[src/rtl/phy_port_pkg.sv]
package phy_port_pkg;
   localparam int FIELD_W     = 16;
   localparam int WORD_W      = 32;
   localparam int NUM_STROBES = 4;

   // strobe positions inside the strobe group (control bits 16 + index)
   localparam int SB_CAPA = 0;
   localparam int SB_CAPD = 1;
   localparam int SB_WR   = 2;
   localparam int SB_RD   = 3;

   localparam int STROBE_LSB = 16;
   localparam int ACK_BIT    = 16;

   typedef enum logic [1:0] {
      ST_IDLE,
      ST_RISE,
      ST_HOLD,
      ST_FALL
   } hs_state_t;
endpackage

[src/rtl/phy_port_arb.sv]
module phy_port_arb
   import phy_port_pkg::*;
(
   input  logic [NUM_STROBES-1:0] req,
   output logic [NUM_STROBES-1:0] gnt
);
   // lowest index wins: capture-address, capture-data, write, read
   always_comb begin
      gnt = '0;
      for (int i = NUM_STROBES - 1; i >= 0; i--) begin
         if (req[i]) begin
            gnt    = '0;
            gnt[i] = 1'b1;
         end
      end
   end
endmodule

[src/rtl/phy_port_ctrl.sv]
module phy_port_ctrl
   import phy_port_pkg::*;
#(
   parameter int ACK_LAT = 2
) (
   input  logic                   clk,
   input  logic                   rst_n,
   input  logic [NUM_STROBES-1:0] strobe,
   input  logic [NUM_STROBES-1:0] gnt,
   output logic [NUM_STROBES-1:0] fire,
   output logic                   ack
);
   localparam int       CNT_W = 3;
   localparam logic [CNT_W-1:0] LOAD    = CNT_W'(ACK_LAT - 1);
   localparam logic [CNT_W-1:0] LAT_VAL = CNT_W'(ACK_LAT);

   generate
      if (ACK_LAT < 1 || ACK_LAT > 4) begin : g_bad_lat
         $error("phy_port_ctrl: ACK_LAT must lie in 1..4");
      end
   endgenerate

   hs_state_t              st;
   logic [CNT_W-1:0]       cnt;
   logic [NUM_STROBES-1:0] owner;
   logic                   start_ev;
   logic                   release_ev;

   assign start_ev   = (st == ST_IDLE) && (|gnt);
   assign release_ev = (st == ST_HOLD) && ((strobe & owner) == '0);

   always_comb begin
      fire = '0;
      if (st == ST_IDLE) fire = gnt;
   end

   always_ff @(posedge clk or negedge rst_n) begin
      if (!rst_n) begin
         st    <= ST_IDLE;
         cnt   <= '0;
         owner <= '0;
         ack   <= 1'b0;
      end else begin
         case (st)
            ST_IDLE: begin
               if (start_ev) begin
                  owner <= gnt;
                  if (LOAD == '0) begin
                     ack <= 1'b1;
                     st  <= ST_HOLD;
                  end else begin
                     cnt <= LOAD;
                     st  <= ST_RISE;
                  end
               end
            end
            ST_RISE: begin
               if (cnt == CNT_W'(1)) begin
                  ack <= 1'b1;
                  cnt <= '0;
                  st  <= ST_HOLD;
               end else begin
                  cnt <= cnt - CNT_W'(1);
               end
            end
            ST_HOLD: begin
               if (release_ev) begin
                  if (LOAD == '0) begin
                     ack   <= 1'b0;
                     owner <= '0;
                     st    <= ST_IDLE;
                  end else begin
                     cnt <= LOAD;
                     st  <= ST_FALL;
                  end
               end
            end
            default: begin
               if (cnt == CNT_W'(1)) begin
                  ack   <= 1'b0;
                  owner <= '0;
                  cnt   <= '0;
                  st    <= ST_IDLE;
               end else begin
                  cnt <= cnt - CNT_W'(1);
               end
            end
         endcase
      end
   end

   // independent latency counter used only by the checks below
   logic [CNT_W-1:0] chk_cnt;
   always_ff @(posedge clk or negedge rst_n) begin
      if (!rst_n)                       chk_cnt <= '0;
      else if (start_ev || release_ev)  chk_cnt <= CNT_W'(1);
      else if (chk_cnt != '1)           chk_cnt <= chk_cnt + CNT_W'(1);
   end

   AST_ACK_RISE_LAT: assert property (@(posedge clk) disable iff (!rst_n)
      $rose(ack) |-> chk_cnt == LAT_VAL);
   AST_ACK_FALL_LAT: assert property (@(posedge clk) disable iff (!rst_n)
      $fell(ack) |-> chk_cnt == LAT_VAL);
   AST_SINGLE_OWNER: assert property (@(posedge clk) disable iff (!rst_n)
      $onehot0(owner));
   AST_ACK_OWNED: assert property (@(posedge clk) disable iff (!rst_n)
      ack |-> owner != '0);
endmodule

[src/rtl/phy_port_bank.sv]
module phy_port_bank
   import phy_port_pkg::*;
#(
   parameter int                  NUM_REGS  = 16,
   parameter logic [FIELD_W-1:0]  BASE_ADDR = 16'h1000,
   parameter logic [FIELD_W-1:0]  DEF_BASE  = 16'hC000,
   parameter logic [FIELD_W-1:0]  DEF_STEP  = 16'h0111,
   parameter logic [FIELD_W-1:0]  FILL      = 16'hFFFF
) (
   input  logic               clk,
   input  logic               rst_n,
   input  logic               we,
   input  logic [FIELD_W-1:0] wr_addr,
   input  logic [FIELD_W-1:0] wr_data,
   input  logic [FIELD_W-1:0] rd_addr,
   output logic [FIELD_W-1:0] rd_data
);
   localparam logic [FIELD_W:0] LO_BOUND = {1'b0, BASE_ADDR};
   localparam logic [FIELD_W:0] HI_BOUND = (FIELD_W+1)'(BASE_ADDR) + (FIELD_W+1)'(NUM_REGS);

   generate
      if (NUM_REGS < 1 || NUM_REGS > 256) begin : g_bad_depth
         $error("phy_port_bank: NUM_REGS must lie in 1..256");
      end
   endgenerate

   logic [NUM_REGS-1:0][FIELD_W-1:0] regs;

   genvar gi;
   generate
      for (gi = 0; gi < NUM_REGS; gi++) begin : g_reg
         localparam logic [FIELD_W-1:0] DEF_VAL = FIELD_W'(DEF_BASE + gi * DEF_STEP);
         localparam logic [FIELD_W-1:0] MY_ADDR = FIELD_W'(BASE_ADDR + gi);
         always_ff @(posedge clk or negedge rst_n) begin
            if (!rst_n)                         regs[gi] <= DEF_VAL;
            else if (we && wr_addr == MY_ADDR)  regs[gi] <= wr_data;
         end
      end
   endgenerate

   always_comb begin
      rd_data = FILL;
      for (int i = 0; i < NUM_REGS; i++) begin
         if (rd_addr == FIELD_W'(BASE_ADDR + i)) rd_data = regs[i];
      end
   end

   logic wr_in_win;
   assign wr_in_win = ({1'b0, wr_addr} >= LO_BOUND) && ({1'b0, wr_addr} < HI_BOUND);

   AST_OUT_OF_WIN_WRITE: assert property (@(posedge clk) disable iff (!rst_n)
      (we && !wr_in_win) |=> $stable(regs));
   AST_NO_WRITE_NO_CHANGE: assert property (@(posedge clk) disable iff (!rst_n)
      !we |=> $stable(regs));
endmodule

[src/rtl/phy_indirect_port.sv]
module phy_indirect_port
   import phy_port_pkg::*;
#(
   parameter int                  ACK_LAT   = 2,
   parameter int                  NUM_REGS  = 16,
   parameter logic [FIELD_W-1:0]  BASE_ADDR = 16'h1000,
   parameter logic [FIELD_W-1:0]  DEF_BASE  = 16'hC000,
   parameter logic [FIELD_W-1:0]  DEF_STEP  = 16'h0111
) (
   input  logic              clk,
   input  logic              rst_n,
   input  logic              ctrl_we,
   input  logic [WORD_W-1:0] ctrl_wdata,
   output logic [WORD_W-1:0] stat_rdata
);
   logic [WORD_W-1:0]      ctrl_q;
   logic [NUM_STROBES-1:0] strobes;
   logic [NUM_STROBES-1:0] gnt;
   logic [NUM_STROBES-1:0] fire;
   logic                   ack;
   logic [FIELD_W-1:0]     field;
   logic [FIELD_W-1:0]     addr_q;
   logic [FIELD_W-1:0]     data_q;
   logic [FIELD_W-1:0]     rdata_q;
   logic [FIELD_W-1:0]     bank_rd;

   always_ff @(posedge clk or negedge rst_n) begin
      if (!rst_n)       ctrl_q <= '0;
      else if (ctrl_we) ctrl_q <= ctrl_wdata;
   end

   assign field   = ctrl_q[FIELD_W-1:0];
   assign strobes = ctrl_q[STROBE_LSB +: NUM_STROBES];

   phy_port_arb u_arb (
      .req (strobes),
      .gnt (gnt)
   );

   phy_port_ctrl #(.ACK_LAT(ACK_LAT)) u_ctrl (
      .clk    (clk),
      .rst_n  (rst_n),
      .strobe (strobes),
      .gnt    (gnt),
      .fire   (fire),
      .ack    (ack)
   );

   always_ff @(posedge clk or negedge rst_n) begin
      if (!rst_n) begin
         addr_q  <= '0;
         data_q  <= '0;
         rdata_q <= '0;
      end else begin
         if (fire[SB_CAPA]) addr_q  <= field;
         if (fire[SB_CAPD]) data_q  <= field;
         if (fire[SB_RD])   rdata_q <= bank_rd;
      end
   end

   phy_port_bank #(
      .NUM_REGS  (NUM_REGS),
      .BASE_ADDR (BASE_ADDR),
      .DEF_BASE  (DEF_BASE),
      .DEF_STEP  (DEF_STEP),
      .FILL      ('1)
   ) u_bank (
      .clk     (clk),
      .rst_n   (rst_n),
      .we      (fire[SB_WR]),
      .wr_addr (addr_q),
      .wr_data (data_q),
      .rd_addr (addr_q),
      .rd_data (bank_rd)
   );

   always_comb begin
      stat_rdata                 = '0;
      stat_rdata[FIELD_W-1:0]    = rdata_q;
      stat_rdata[ACK_BIT]        = ack;
   end

   AST_RDATA_HELD: assert property (@(posedge clk) disable iff (!rst_n)
      (ack && $past(ack)) |-> $stable(rdata_q));
   AST_ADDR_ONLY_ON_CAPA: assert property (@(posedge clk) disable iff (!rst_n)
      !$stable(addr_q) |-> $past(strobes[SB_CAPA]));
   AST_DATA_ONLY_ON_CAPD: assert property (@(posedge clk) disable iff (!rst_n)
      !$stable(data_q) |-> $past(strobes[SB_CAPD]));
   AST_STAT_UPPER_ZERO: assert property (@(posedge clk) disable iff (!rst_n)
      stat_rdata[WORD_W-1:ACK_BIT+1] == '0);
endmodule

[config.mk]
export PLATFORM = sky130hd
export DESIGN_NAME = phy_indirect_port
export DESIGN_NICKNAME = d
export VERILOG_FILES = /design/src/rtl/phy_port_pkg.sv /design/src/rtl/phy_port_arb.sv /design/src/rtl/phy_port_ctrl.sv /design/src/rtl/phy_port_bank.sv /design/src/rtl/phy_indirect_port.sv
export SDC_FILE = /design/constraint.sdc
export NUM_CORES = 1
export LEC_CHECK = 0
export ABC_AREA = 1
export BUFFER_PORTS_ARGS = -buffer_cell sky130_fd_sc_hd__buf_4
export CORE_AREA = 5 5 202 204
export CTS_BUF_LIST = sky130_fd_sc_hd__clkbuf_4 sky130_fd_sc_hd__clkbuf_8
export CTS_CLUSTER_DIAMETER = 100
export DETAILED_ROUTE_END_ITERATION = 8
export DIE_AREA = 0 0 207 209
export GPL_TIMING_DRIVEN = 1
export SLEW_MARGIN = 20
export SYNTH_ARGS = -nofsm -noshare
export SYNTH_HDL_FRONTEND = slang
export SYNTH_SLANG_ARGS = --single-unit
[constraint.sdc]
create_clock -name clk -period 6.6 [get_ports clk]
set_input_delay 0.99 -clock clk [delete_from_list [all_inputs] [get_ports clk]]
set_output_delay 0.99 -clock clk [all_outputs]
set_load 0.02 [all_outputs]
==> results.yml, run 1 <==
status:
  outcome: "finished clean"
detailed_routing:
  drt_wl_total_mm: 37.3
  iteration_0_drc_count_of_the_detailed_router: 918
  detail_route.first_pass.iterations: 5
  drc: 0
  vias_per_cell: 4.87
  routed-via-count: 11700
  routed_wire_length_per_instance_um: 15.5
  detail-route-antenna-nets: 0
cts:
  clkTransAtPathRegs_ns: 0.06
  cts.sinks: 334
  cts_setup_buffers: 0
  numCtsBuffers: 57
  cts.hold.buffers_added: 0
  tritoncts: "yes"
  cts_htree_levels: 2
  cts_repair_resize_count: 0
  ctsLongestPathBuffers: 3
  clock-root-buffer: "clkbuf_8"
  clk-insertion-delay-late_ns: 0.60
pwr:
  power_leakage_nw: 7.40
  ir_drop_mv: 0.229
  power_density_nw_per_um2: 317
  power.total_w: 0.00545
run:
  max_cap_violations: 0
yosys:
  synth_enable_flop_cells: 0
  post-synth-top-count-cell: "nand2_1"
  synthTopCellsByCount: "nand2_1 (500), o21ai_0 (274), dfrtp_1 (206)"
  synth-seq-area-share: 0.555
  yosys_most_used_dff: "dfrtp_1"
  yosys_register_bits: 334
  synthMuxAreaShare: 0.000733
  synth_cells: 1833
  dominant_combinational_cell_family_by_area_after_synthesis: "simple AND/OR/NAND/NOR gates"
  ys_top_cells_by_area: "dfrtp_1 (34%), dfstp_2 (22%), nand2_1 (12%), o21ai_0 (8.9%), inv_1 (3.9%)"
  ys_warn_count: 0
  synth.largest_area_cell: "dfrtp_1"
  netlist.area_leader.share: 0.336
  synth-compound-area-share: 0.113
  mean_instance_size_in_the_synthesized_netlist_um2: 8.38
  synth-adder-area-share: 0.00489
  post_synth_xor_area_fraction: 0
  post_synth_num_cell_types: 38
  synth-simple-area-share: 0.250
  asr_flop_ratio_synth: 1.00
  syn_area_um2: 15400
worst_setup_path:
  critical_path.startpoint_type: "flip-flop"
  regToRegSetupSlack_ns: 3.00
  rr_worst_depth: 15
  critPathMaxFanout: 42
  worst_setup_path_end_kind: "flip-flop"
  crit_required_ns: 7.08
  worstPathArrival_ns: 4.08
  critical_path.reg2reg.startpoint: "addr_q[11]$_DFFE_PN0P_"
  timing_worst_setup_path_type: "flip-flop to flip-flop"
  r2r-end: "rdata_q[14]$_DFFE_PN0P_"
floorplan:
  die_area_um2: 43300
  design.core.area_um2: 39100
  die_x_um: 207
  die_h_um: 209
  rows: 73
  start_util: 0.393
  top_level_i_o_count: 67
global_routing:
  overflow: 0
  antenna_found_initial: 1
  grt_use_total: 0.172
  grt_first_pass_wirelength_mm: 61.4
  first_global_vias: 11300
  largest_net_degree_at_the_start_of_global_routing: 161
timing:
  clock_skew_ns: 0.0225
  slew_violations: 0
  final-setup-viol-count: 0
  timing_worst_slew_pin_value_ns: 1.07
  finalCriticalPeriod_ns: 3.60
  worst_slew_margin_rel: 0.282
  rsz0062_at_grt: "no"
  totalNegativeSetupSlack_ns: 0
  final.period_utilization: 0.546
  final_hold_viol_count: 0
  fmax_ghz: 0.278
final_layout:
  num-nets-final: 1869
  final-instance-count-excl-fill: 2402
  proportion_of_layout_cells_with_a_drive_suffix_above_1: 0.197
  antenna_cells: 0
  syn2layout_area_growth_pct: 11.8
place:
  numPortBuffers: 39
  hpwl_mm: 22.9
  routability_cong: 0.786
  placed_cells: 2294
hold_path:
  worst_hold_path_class: "primary input to async pin"
## critical path, stage by stage (launching register included)
cell and delay [ns]:
dfrtp_1 0.38, nor2_1 0.20, nand2_1 0.12, nor2_4 0.60, buf_4 0.52, nand2_1 0.54, nand3_1 0.25, nand2_1 0.11
nand4_1 0.10, nor2_1 0.06, nand4_1 0.10, nor2_1 0.05, nand3_1 0.18, nor2_1 0.08, nand4_1 0.08, nand2_1 0.07
## worst max path at each step
stage                                         from                      endpoint  slack, ns
after floorplan           u_ctrl.st[0]$_DFFE_PN0P_   u_bank.regs[42]$_DFFE_PN0P_       4.49
after global placement      addr_q[11]$_DFFE_PN0P_  u_bank.regs[227]$_DFFE_PN1P_       3.07
after detailed placement    addr_q[11]$_DFFE_PN0P_       rdata_q[14]$_DFFE_PN0P_       3.06
after CTS                   addr_q[11]$_DFFE_PN0P_  u_bank.regs[235]$_DFFE_PN1P_       3.03
after global routing         addr_q[5]$_DFFE_PN0P_   u_bank.regs[95]$_DFFE_PN1P_       2.72
final                       addr_q[11]$_DFFE_PN0P_       rdata_q[14]$_DFFE_PN0P_       3.00
## power breakdown
| group | total [W] | switching [W] | internal, W |
|---|---|---|---|
| Clock | 0.00199 | 0.000849 | 0.00114 |
| Sequential | 0.00235 | 0.000111 | 0.00224 |
| Combinational | 0.00111 | 0.000861 | 0.000249 |
| Total | 0.00545 | 0.00182 | 0.00362 |
## cells by family after synthesis
family          Yosys count
flops                   334
compound gates          341
mux                       1
other cells               1
fa+ha+maj                 6
simple gates            860
buf+inv                 290
## metal layers
| metal | up-vias | share of wire | global-route usage |
|---|---|---|---|
| met4 | 0 | 0.022 | 0.0445 |
| li1 | 5831 | - | - |
| met3 | 53 | 0.042 | 0.0233 |
| met5 | - | 0 | 0 |
| met2 | 239 | 0.46 | 0.278 |
| met1 | 5582 | 0.48 | 0.245 |
## stage by stage
step                       util  cell area, µm²  worst slack, ns  hold WS [ns]
after floorplan               -           15400             4.49         0.444
after global placement    0.406           15900             3.07         0.457
after detailed placement  0.406           15900             3.06         0.463
after CTS                 0.438           17100             3.03         0.472
after global routing      0.439           17200             2.72         0.483
final                     0.439           17200             3.00         0.454
## cell type report
class / count / area, µm²
fill: 3925 / 21900
sequential: 334 / 8520
multi-input combinational: 1223 / 5760
clock buffer: 100 / 1190
tap: 525 / 657
inverter: 167 / 627
timing repair buffer: 45 / 358
clock inverter: 8 / 62.6
## flip-flops by register name (all words and copies together), names as in the netlist
signal and cells:
ctrl_q 20, u_ctrl.ack 1, u_ctrl.cnt 3, rdata_q 16, u_bank.regs 256, data_q 16
u_ctrl.owner 4, u_ctrl.st 2, addr_q 16
## cell usage in the layout (no fill, tap or decap), types with 2 or more instances in the layout
| cell | count |
|---|---|
| dfrtp_1 | 206 |
| or2_0 | 8 |
| o21ai_0 | 274 |
| conb_1 | 15 |
| nand4_1 | 40 |
| dfstp_2 | 128 |
| nor2_1 | 102 |
| inv_2 | 7 |
| clkbuf_4 | 29 |
| o22ai_1 | 2 |
| clkinvlp_4 | 2 |
| nor2_4 | 3 |
| buf_4 | 43 |
| nor3_1 | 21 |
| nand3b_1 | 26 |
| o21bai_1 | 5 |
| clkbuf_8 | 71 |
| a21oi_1 | 7 |
| nor2_2 | 4 |
| nor4_4 | 2 |
| or2_1 | 9 |
| clkinv_2 | 4 |
| inv_1 | 160 |
| or2_2 | 61 |
| nand2_1 | 500 |
| o21ai_1 | 49 |
| nand3_2 | 8 |
| nand3_1 | 69 |
| ha_1 | 6 |
Note: power is estimated with default switching activity, not from simulation.
==> run 2: changes to the inputs <==
ABC_AREA = 0   (was 1)
CORE_AREA = 5 5 204 206   (was 5 5 202 204)
DIE_AREA = 0 0 209 211   (was 0 0 207 209)
clock period = 3.16 ns   (was 6.6 ns; I/O delays follow)
==> run 2 against run 1 <==
Compared with the run above: non-clock buffer count grew 62; flip-flop and latch count is the same; largest power group unchanged; clock-buffer cell count shrank 3; core utilization grew 1.8 points.
==> results.yml, run 2 <==
timing:
  timing_worst_slew_pin_value_ns: 0.814
  final.period_utilization: 0.896
  slew_violations: 0
  clock_skew_ns: 0.0284
  fmax_ghz: 0.353
  final-setup-viol-count: 0
  rsz0062_at_grt: "no"
  finalCriticalPeriod_ns: 2.83
  final_hold_viol_count: 0
  totalNegativeSetupSlack_ns: 0
  worst_slew_margin_rel: 0.458
yosys:
  synth.largest_area_cell: "dfrtp_1"
  mean_instance_size_in_the_synthesized_netlist_um2: 13.6
  synth-seq-area-share: 0.544
  synthTopCellsByCount: "mux2_2 (271), dfrtp_1 (206), dfstp_2 (128)"
  post_synth_num_cell_types: 70
  post-synth-top-count-cell: "mux2_2"
  yosys_most_used_dff: "dfrtp_1"
  syn_area_um2: 15700
  yosys_register_bits: 334
  ys_top_cells_by_area: "dfrtp_1 (33%), dfstp_2 (21%), mux2_2 (19%), mux2_4 (3.8%), mux4_2 (2.6%)"
  ys_warn_count: 0
  synth_enable_flop_cells: 0
  asr_flop_ratio_synth: 1.00
  synth_cells: 1155
  netlist.area_leader.share: 0.329
detailed_routing:
  routed-via-count: 10100
  drc: 0
  detail_route.first_pass.iterations: 5
  detail-route-antenna-nets: 0
  routed_wire_length_per_instance_um: 22.8
  vias_per_cell: 5.59
  iteration_0_drc_count_of_the_detailed_router: 684
  drt_wl_total_mm: 41.3
final_layout:
  layout_commonest_cell: "mux2_2"
  final-instance-count-excl-fill: 1811
  layout.cells.most_common_list: "mux2_2 (271), dfrtp_1 (204), dfstp_2 (128)"
  num-nets-final: 1279
  syn2layout_area_growth_pct: 15.2
  proportion_of_layout_cells_with_a_drive_suffix_above_1: 0.542
  antenna_cells: 0
  largest_register_ffs: 256
  max_flop_register: "u_bank.regs"
  top_regs: "u_bank.regs (256), ctrl_q (20)"
  fillCellCount: 3579
cts:
  cts.sinks: 334
  numCtsBuffers: 56
  ctsLongestPathBuffers: 3
  cts_htree_levels: 2
  clkTransAtPathRegs_ns: 0.06
  cts_setup_buffers: 0
  clk-insertion-delay-late_ns: 0.63
  clock-root-buffer: "clkbuf_8"
  tritoncts: "yes"
worst_setup_path:
  critPathMaxFanout: 10
  worst_setup_path_end_kind: "flip-flop"
  rr_worst_depth: 6
  worstPathArrival_ns: 3.32
  timing_worst_setup_path_type: "flip-flop to flip-flop"
  crit_required_ns: 3.65
  critical_path.startpoint_type: "flip-flop"
status:
  outcome: "finished clean"
place:
  routability_cong: 0.855
  hpwl_mm: 28.0
  placed_cells: 1704
  numPortBuffers: 39
floorplan:
  die_h_um: 211
  start_util: 0.397
  design.core.area_um2: 39500
  die_x_um: 209
  die_area_um2: 44100
  top_level_i_o_count: 67
  rows: 73
global_routing:
  overflow: 0
  largest_net_degree_at_the_start_of_global_routing: 98
  first_global_vias: 10600
  grt_use_total: 0.188
  grt_first_pass_wirelength_mm: 65.2
  antenna_found_initial: 1
pwr:
  power.total_w: 0.0123
  power_density_nw_per_um2: 683
  power_leakage_nw: 8.14
  ir_drop_mv: 0.414
hold_path:
  min_path_cells: 2
  worst_hold_path_class: "primary input to flip-flop"
run:
  max_cap_violations: 0
==> run 2: changes by cell type in the layout (fill, tap and decap cells not counted), moves of 59 or more <==
cell	delta
mux2_2	+270
inv_1	-153
nand2_1	-463
or2_2	-61
o21ai_0	-235
nor2_1	-59
==> run 2: metal layers <==
layer	track usage	wire length, µm	part of all wire
met5	0	0	0
met4	0.0655	1270	0.031
met3	0.0362	2280	0.055
met2	0.285	18600	0.45
met1	0.272	19200	0.46
==> run 2: final timing paths <==
| check | end | from | slack, ns |
|---|---|---|---|
| worst max-delay path | u_bank.regs[186]$_DFFE_PN0P_ | addr_q[5]$_DFFE_PN0P_ | 0.33 |
| worst min-delay path | ctrl_q[17]$_DFFE_PN0P_ | ctrl_wdata[17] | 0.08 |
| worst max register to register | u_bank.regs[186]$_DFFE_PN0P_ | addr_q[5]$_DFFE_PN0P_ | 0.33 |
| worst min register to register | u_ctrl.owner[3]$_DFFE_PN0P_ | u_ctrl.owner[3]$_DFFE_PN0P_ | 0.48 |
| max in group asynchronous | u_bank.regs[148]$_DFFE_PN1P_ | rst_n | 1.77 |
| min in group asynchronous | u_bank.regs[23]$_DFFE_PN0P_ | rst_n | 0.49 |
==> run 2: layout make-up <==
cell class | count | area, µm² | area share
Sequential cell | 334 | 8520 | 0.472
Multi-Input combinational cell | 731 | 6660 | 0.369
Clock buffer | 97 | 1200 | 0.0667
Timing Repair Buffer | 107 | 876 | 0.0485
Tap cell | 525 | 657 | 0.0364
Clock inverter | 9 | 96.3 | 0.00534
Inverter | 8 | 30.0 | 0.00166
==> run 2: cells by family (layout without fill, tap and decap cells) <==
group | Yosys count | after routing | share of synthesized area
and+or+nand+nor | 190 | 190 | 0.0725
muxes | 349 | 349 | 0.272
other | 1 | 15 | 0.000239
DFF | 334 | 334 | 0.544
adders and majority gates | 6 | 6 | 0.00479
buffers and inverters | 104 | 221 | 0.0351
AOI/OAI and AO/OA | 171 | 171 | 0.0716
==> run 2: timing repair <==
| item | in CTS | in global routing |
|---|---|---|
| hold buffers | 1 | 0 |
| gates resized for setup | 0 | 1 |
| endpoints found under the hold margin | 49 | 0 |
| setup endpoints to repair | 0 | 4 |
==> run 2: critical path: stages (launching register included) <==
cell and delay [ns]:
dfrtp_1 0.39, or4_1 0.77, nor4_4 0.51, nand2_1 0.23, nor2_2 0.18, buf_4 0.25, mux2_2 0.36
==> run 2: metrics by stage <==
stage          hold slack, ns   util  setup WS, ns  cell area, µm²
3_5_place_dp            0.480  0.424         0.213           16700
5_1_grt                0.0465  0.457         0.225           18000
6_report               0.0780  0.457         0.327           18000
4_1_cts                0.0212  0.457         0.152           18000
3_3_place_gp            0.468  0.424         0.236           16700
2_1_floorplan           0.178      -         0.703           15700
==> run 2: report_power, final <==
group          leakage [nW]  internal (W)  switching, W
sequential             4.02       0.00464      0.000959
clock                 0.695       0.00248       0.00178
combinational          3.43       0.00106       0.00139
==> run 3: changes to the inputs <==
CORE_AREA = 5 5 218 220   (was 5 5 204 206)
CTS_CLUSTER_DIAMETER = not set   (was 100)
DIE_AREA = 0 0 223 225   (was 0 0 209 211)
==> run 3 against run 2 <==
Compared with the run above: design area shrank 0.62%; clock power down 5.2%; critical path depth stayed put; via count decreased by 0.43%; worst setup slack lost 0.014 ns; critical endpoint is now rdata_q[14]$_DFFE_PN0P_; flip-flop and latch count is the same; register-to-register slack about the same; global-route usage is 2.1 points lower; maximum frequency down 0.50%.
==> results.yml, run 3 (synthesis results as in run 2) <==
status:
  outcome: "finished clean"
global_routing:
  antenna_found_initial: 0
  grt_first_pass_wirelength_mm: 65.8
  largest_net_degree_at_the_start_of_global_routing: 94
  grt_use_total: 0.167
  overflow: 0
  first_global_vias: 10600
floorplan:
  rows: 78
  die_x_um: 223
  design.core.area_um2: 45100
  start_util: 0.347
  top_level_i_o_count: 67
  die_h_um: 225
  die_area_um2: 50200
pwr:
  ir_drop_mv: 0.362
  seq_power_share: 0.466
  power.net_switching_w: 0.00412
  power_density_nw_per_um2: 672
  pwr-share-clk: 0.336
  switching_share: 0.342
  power_leakage_nw: 8.02
  p_comb_frac: 0.198
  cellInternalPower_w: 0.00794
timing:
  worst_slew_margin_rel: 0.442
  clock_skew_ns: 0.0249
  final.period_utilization: 0.901
  totalNegativeSetupSlack_ns: 0
  slew_violations: 0
  timing_worst_slew_pin_value_ns: 0.835
  finalCriticalPeriod_ns: 2.85
  final_hold_viol_count: 0
  layout_setup_ws_ns: 0.313
  final-setup-viol-count: 0
  fmax_ghz: 0.351
  rsz0062_at_grt: "no"
  fin_worst_hold_slack_ns: 0.0795
worst_setup_path:
  cpPeakStageDelay_ns: 0.77
  worst_setup_path_end_kind: "flip-flop"
  critPathMaxFanout: 19
  crit_required_ns: 3.70
  worstPathArrival_ns: 3.38
  critical_path.cell_chain: "nand2b_1 > nor4_2 > buf_4 > a2111oi_0 > o221ai_1 > o32ai_1"
  critical-path-slowest-cell: "dfrtp_1"
  cp_num_cells: 6
  timing.critical_path.max_delay_family: "compound AO/OA/AOI/OAI gates"
  path_buf_inv: 1
  timing_worst_setup_path_type: "flip-flop to flip-flop"
  rr_worst_depth: 6
  critical_path.startpoint_type: "flip-flop"
detailed_routing:
  detail_route.first_pass.iterations: 5
  detail-route-antenna-nets: 0
  drc: 0
  routed-via-count: 10100
  drt_wl_total_mm: 42.0
  iteration_0_drc_count_of_the_detailed_router: 585
  vias_per_cell: 5.38
  routed_wire_length_per_instance_um: 22.4
final_layout:
  antenna_cells: 0
  layout_commonest_cell: "mux2_2"
  max_flop_register: "u_bank.regs"
  top_regs: "u_bank.regs (256), ctrl_q (20)"
  syn2layout_area_growth_pct: 14.5
  proportion_of_layout_cells_with_a_drive_suffix_above_1: 0.538
  layout.core_utilization: 0.398
  layout.cells.most_common_list: "mux2_2 (271), dfrtp_1 (204), dfstp_2 (128)"
  num-nets-final: 1268
  largest_register_ffs: 256
cts:
  clkTransAtPathRegs_ns: 0.06
  ctsLongestPathBuffers: 3
  cts_htree_levels: 2
  clk-insertion-delay-late_ns: 0.64
  clock-root-buffer: "clkbuf_8"
  cts.sinks: 334
  tritoncts: "yes"
  cts_setup_buffers: 0
  numCtsBuffers: 55
place:
  numPortBuffers: 39
  routability_cong: 0.902
  dp_slack_ns: 0.411
  hpwl_mm: 27.8
hold_path:
  worst_hold_path_class: "primary input to flip-flop"
  min_path_cells: 2
run:
  max_cap_violations: 0
run 3: cell types whose count changed in the layout (fill, tap and decap cells not counted), sizes merged:
cell,change
clkbuf,-1
clkinv,-2
bufinv,-1
buf,-10
inv,-1
clkinvlp,+3
run 3: per-stage QoR:
step	instances	total power, W	instance area (µm²)
CTS	1874	0.0122	17900
detailed placement	1769	0.00806	16700
global placement	1769	0.00802	16700
global route	1874	0.0126	17900
finish	1874	0.0121	17900
floorplan	1169	0.00696	15700
run 3: what timing repair did:
action / CTS / global route
hold buffers: 1 / 0
endpoints found under the hold margin: 33 / 0
resized for setup: 0 / 0
run 3: final timing paths:
check	slack [ns]	end	from
setup / recovery	0.31	rdata_q[14]$_DFFE_PN0P_	addr_q[2]$_DFFE_PN0P_
hold / removal	0.08	ctrl_q[3]$_DFFE_PN0P_	ctrl_wdata[3]
setup reg to reg	0.31	rdata_q[14]$_DFFE_PN0P_	addr_q[2]$_DFFE_PN0P_
hold reg to reg	0.48	u_ctrl.owner[2]$_DFFE_PN0P_	u_ctrl.owner[2]$_DFFE_PN0P_
max in group asynchronous	1.85	u_bank.regs[229]$_DFFE_PN1P_	rst_n
min in group asynchronous	0.39	u_bank.regs[23]$_DFFE_PN0P_	rst_n
run 3: area by class of cell:
type | instances | area, µm²
tap | 600 | 751
fill | 4272 | 27200
clock inverter | 8 | 47.5
sequential | 334 | 8520
clock buffer | 96 | 1150
inverter | 8 | 30.0
timing repair buffer | 97 | 776
multi-input combinational | 731 | 6650
run 3: power by group through the flow:
stage	clock [W]	sequential [W]	combinational, W
final	0.00405	0.00562	0.00239
after CTS	0.00416	0.00562	0.00239
after global routing	0.00435	0.00570	0.00258
after global placement	0	0.00567	0.00235
after floorplan	0	0.00507	0.00189
after detailed placement	0	0.00568	0.00238
run 3: layer usage:
metal,vias to the layer above,GRT usage,wire (µm)
met5,-,0,0
met4,0,0.0569,1180
met3,81,0.0310,2530
met2,306,0.261,19400
met1,5277,0.236,18900
li1,4421,-,-
